### src/rtl/skid_pkg.sv
package skid_pkg;

  // Source selected for the output data register on the coming edge.
  typedef enum logic [1:0] {
    OUT_HOLD      = 2'd0,
    OUT_FROM_IN   = 2'd1,
    OUT_FROM_SIDE = 2'd2
  } out_sel_e;

endpackage

### src/rtl/skid_dreg.sv
module skid_dreg #(
  parameter int WIDTH = 32
) (
  input  logic             clk,
  input  logic             en,
  input  logic [WIDTH-1:0] d,
  output logic [WIDTH-1:0] q
);

  logic [WIDTH-1:0] q_nxt;

  always_comb begin
    q_nxt = q;
    if (en) q_nxt = d;
  end

  // Data holds no reset: its validity is tracked by the control flops.
  always_ff @(posedge clk) begin
    q <= q_nxt;
  end

endmodule

### src/rtl/skid_ctrl.sv
module skid_ctrl
  import skid_pkg::*;
(
  input  logic     clk,
  input  logic     rst_n,
  input  logic     up_vld,
  input  logic     dn_stall,
  output logic     vld_q,
  output logic     full_q,
  output out_sel_e out_sel,
  output logic     side_en
);

  logic vld_nxt;
  logic full_nxt;

  // Strict priority: consumer free, then output empty, then capture.
  always_comb begin
    vld_nxt  = vld_q;
    full_nxt = full_q;
    out_sel  = OUT_HOLD;
    if (!dn_stall) begin
      if (full_q) begin
        vld_nxt  = 1'b1;
        full_nxt = 1'b0;
        out_sel  = OUT_FROM_SIDE;
      end else begin
        vld_nxt = up_vld;
        if (up_vld) out_sel = OUT_FROM_IN;
      end
    end else if (!vld_q) begin
      vld_nxt = up_vld;
      if (up_vld) out_sel = OUT_FROM_IN;
    end else if (up_vld && !full_q) begin
      full_nxt = 1'b1;
    end
  end

  // Side register follows the input whenever it holds nothing.
  assign side_en = !full_q;

  always_ff @(posedge clk or negedge rst_n) begin
    if (!rst_n) begin
      vld_q  <= 1'b0;
      full_q <= 1'b0;
    end else begin
      vld_q  <= vld_nxt;
      full_q <= full_nxt;
    end
  end

endmodule

### src/rtl/skid_stage.sv
module skid_stage
  import skid_pkg::*;
#(
  parameter int DATA_W = 16
) (
  input  logic              clk,
  input  logic              rst_n,
  input  logic              up_vld,
  input  logic [DATA_W-1:0] up_data,
  output logic              up_stall,
  output logic              dn_vld,
  output logic [DATA_W-1:0] dn_data,
  input  logic              dn_stall
);

  out_sel_e          out_sel;
  logic              side_en;
  logic              full_q;
  logic              vld_q;
  logic              out_en;
  logic [DATA_W-1:0] side_q;
  logic [DATA_W-1:0] out_d;
  logic [DATA_W-1:0] out_q;

  skid_ctrl u_ctrl (
    .clk      (clk),
    .rst_n    (rst_n),
    .up_vld   (up_vld),
    .dn_stall (dn_stall),
    .vld_q    (vld_q),
    .full_q   (full_q),
    .out_sel  (out_sel),
    .side_en  (side_en)
  );

  skid_dreg #(.WIDTH(DATA_W)) u_side (
    .clk (clk),
    .en  (side_en),
    .d   (up_data),
    .q   (side_q)
  );

  always_comb begin
    out_en = (out_sel != OUT_HOLD);
    out_d  = (out_sel == OUT_FROM_SIDE) ? side_q : up_data;
  end

  skid_dreg #(.WIDTH(DATA_W)) u_out (
    .clk (clk),
    .en  (out_en),
    .d   (out_d),
    .q   (out_q)
  );

  assign up_stall = full_q;
  assign dn_vld   = vld_q;
  assign dn_data  = out_q;

endmodule

### config.mk
export PLATFORM = sky130hd
export DESIGN_NAME = skid_stage
export DESIGN_NICKNAME = d
export VERILOG_FILES = /design/src/rtl/skid_pkg.sv /design/src/rtl/skid_dreg.sv /design/src/rtl/skid_ctrl.sv /design/src/rtl/skid_stage.sv
export SDC_FILE = /design/constraint.sdc
export NUM_CORES = 1
export LEC_CHECK = 0
export BUFFER_PORTS_ARGS = -buffer_cell sky130_fd_sc_hd__buf_2
export CAP_MARGIN = 40
export CORE_ASPECT_RATIO = 0.7
export CORE_MARGIN = 4
export CORE_UTILIZATION = 45
export DETAILED_ROUTE_END_ITERATION = 10
export PLACE_DENSITY = 0.77
export SLEW_MARGIN = 20
export SYNTH_ARGS = -nofsm -noshare
export SYNTH_HDL_FRONTEND = slang
export SYNTH_SLANG_ARGS = --single-unit
### constraint.sdc
create_clock -name clk -period 4.6 [get_ports clk]
set_input_delay 0 -clock clk [delete_from_list [all_inputs] [get_ports clk]]
set_output_delay 0 -clock clk [all_outputs]
set_load 0.03 [all_outputs]
==> metrics.md <==
| Metric | Value |
|---|---|
| Status | completed |
| Setup crit end kind | flop |
| Max Root-Sink Buffers | 2 |
| TritonCTS clock tree | built |
| Antenna violations before repair | 0 |
| Commonest non-fill, non-tap cell in the layout | buf_2 |
| Critical path startpoint | u_ctrl.full_q$_DFFE_PN0P_ |
| PwrDens | about 380 nW/um^2 |
| Clk root buf | clkbuf_8 |
| Vias | 742 |
| Final instance area | 1800 um^2 |
| Crit path required time | about 4.6 ns |
| # rows | 16 |
| Critical path type | reg2reg |
| Initial core utilization | 0.467 |
| CTS Buf Count | 5 |
| Worst-margin pin slew | ~0.62 ns |
| Reg clk slew, reported paths | around 0.07 ns |
| Synth cell types | 12 |
| Synth Net Count | 80 |
| Total GRT Usage | 0.138 |
| Max Freq | a little over 600 MHz |
| Core ar. | 2780 um^2 |
| YS warnings | 0 |
| Post-DP HPWL | 1570 um |
| Port bufs | 37 |
| Finish-stage setup viols | 0 |
| First-pass DRT Iterations | 4 |
| Final nets | between 100 and 150 |
| Die Y | 53.0 um |
| Clock Sinks | 34 |
| Area grow syn2layout | 38.1% |
| Pin count of the biggest net entering global routing | 17 |
| Hold Worst Slack | 0.0157 ns |
| Synthesized area | between 1000 and 1500 um^2 |
| Initial DRC count | 58 |
| Number of global-route vias before repair | 808 |
| CP arrival | 1.64 ns |
| Routability Congestion | 0.665 |
| Worst hold path type | in2reg |
| Min-delay src | dn_stall |
| First-pass GRT wire length | ~3700 um |
| # diodes | 0 |
| Fin crit share | 0.349 |
| DR WL/cell | 14.9 um |
| Layout cells sized above 1 | 0.512 |
| Relative slew slack | 0.586 |
| Final WL | 2370 um |
| Final cell count without fillers | 159 |
| Synth Register Bits | 34 |
| Setup_tns | 0 ns |
| Static Leak | between 0.7 and 0.8 nW |
| Clk Latency, worst-skew pair | 0.28 ns |
| Register area share after synthesis | 0.778 |
| Worst R2R Start | u_ctrl.full_q$_DFFE_PN0P_ |
| Avg Cell Area, Syn | 21.7 um^2 |
| Cells after Synth | 60 |
| Placed Cells | ~130 |
| Hold Vio Cnt, Final | 0 |
| CP max FO | 12 |
| Cell Area, Placed | 1520 um^2 |
| Total die area | 3830 um^2 |
| Hold-fix buffers at CTS | 18 |
| H-tree depth | 2 |
| Startpoint Class | flop |
| DRC violations left | 0 |
| # IOs | 38 |
| Vias/cell | 4.67 |
| Post-CTS sizing | 0 |
| Max_cap viols | 0 |
| Fin. max-slew vios | 0 |
| Final Critical Period | 1.60 ns |
| Overflow after GRT | 0 |
| Chip width | 72.2 um |
| Most frequent cells in the layout | 37 x buf_2, 32 x edfxtp_1, 18 x dlygate4sd3_1 |
| Core Util, Final | 0.645 |
| Post-CTS setup buffer count | 0 |
| RSZ-0062 raised after global routing | false |
| Routed Antenna Nets | 0 |
| Post-Route Skew | between 0.005 and 0.006 ns |
| Peak supply drop | 0.206 mV |
## flip-flops by register name, summed over array words and instances, names as in the netlist
register,flops
u_side.q,16
u_ctrl.vld_q,1
u_ctrl.full_q,1
u_out.q,16
## cells in the mapped netlist (all sizes together)
cell type / count / share of area
edfxtp: 32 / 0.74
mux2: 16 / 0.16
buf: 2 / 0.024
dfrtp: 2 / 0.039
inv: 2 / 0.0058
nor2b: 2 / 0.0096
a211o: 1 / 0.0067
a21oi: 1 / 0.0038
nor2: 1 / 0.0029
o22ai: 1 / 0.0048
## logic make-up after synthesis
kind of cell | synth area share
flip-flops | 0.778
AND/OR/NAND/NOR | 0.0125
buffers and inverters | 0.0298
multiplexers | 0.165
AO/OA/AOI/OAI | 0.0154
## worst max-delay path, stage by stage, from the launching register on
cell and delay, ns:
dfrtp_1 0.40, nor2b_2 0.40, buf_8 0.22, mux2_2 0.34
## layout make-up
class | instances | area (um^2)
inverter | 2 | 7.51
sequential | 34 | 1010
timing repair buffer | 57 | 392
clock inverter | 2 | 8.76
clock buffer | 6 | 72.6
tap | 36 | 45.0
fill | 211 | 987
multi-input combinational | 22 | 259
## path summary, 6_finish.rpt
path	to	slack, ns	depth (start not counted)
max in group asynchronous	u_ctrl.vld_q$_DFF_PN0_	4.46	2
min in group asynchronous	u_ctrl.full_q$_DFFE_PN0P_	0.05	2
min reg2reg	u_out.q[11]$_DFFE_PP_	0.55	1
max reg2reg	u_out.q[8]$_DFFE_PP_	3.00	3
max	u_out.q[8]$_DFFE_PP_	3.00	3
min	u_ctrl.full_q$_DFFE_PN0P_	0.02	2
## stage by stage
step	total power, mW	worst slack (ns)
2_1_floorplan	0.443	2.75
3_3_place_gp	0.467	2.73
3_5_place_dp	0.473	2.98
4_1_cts	0.686	2.97
5_1_grt	0.713	2.90
6_report	0.681	3.00
## per-layer routing
| metal | global-route usage | vias to the layer above | routed length (um) | share of wire |
|---|---|---|---|---|
| li1 | - | 356 | - | - |
| met1 | 0.152 | 356 | 936 | 0.39 |
| met2 | 0.242 | 26 | 1270 | 0.53 |
| met3 | 0.0455 | 4 | 124 | 0.052 |
| met4 | 0.0656 | 0 | 42 | 0.018 |
| met5 | 0 | - | 0 | 0 |
## report_power, final
| group | total (mW) | switching [mW] | internal [mW] |
|---|---|---|---|
| Sequential | 0.378 | 0.00736 | 0.370 |
| Combinational | 0.100 | 0.0564 | 0.0440 |
| Clock | 0.203 | 0.0988 | 0.104 |
| Total | 0.681 | 0.163 | 0.518 |
(Power assumes the default switching activity.)
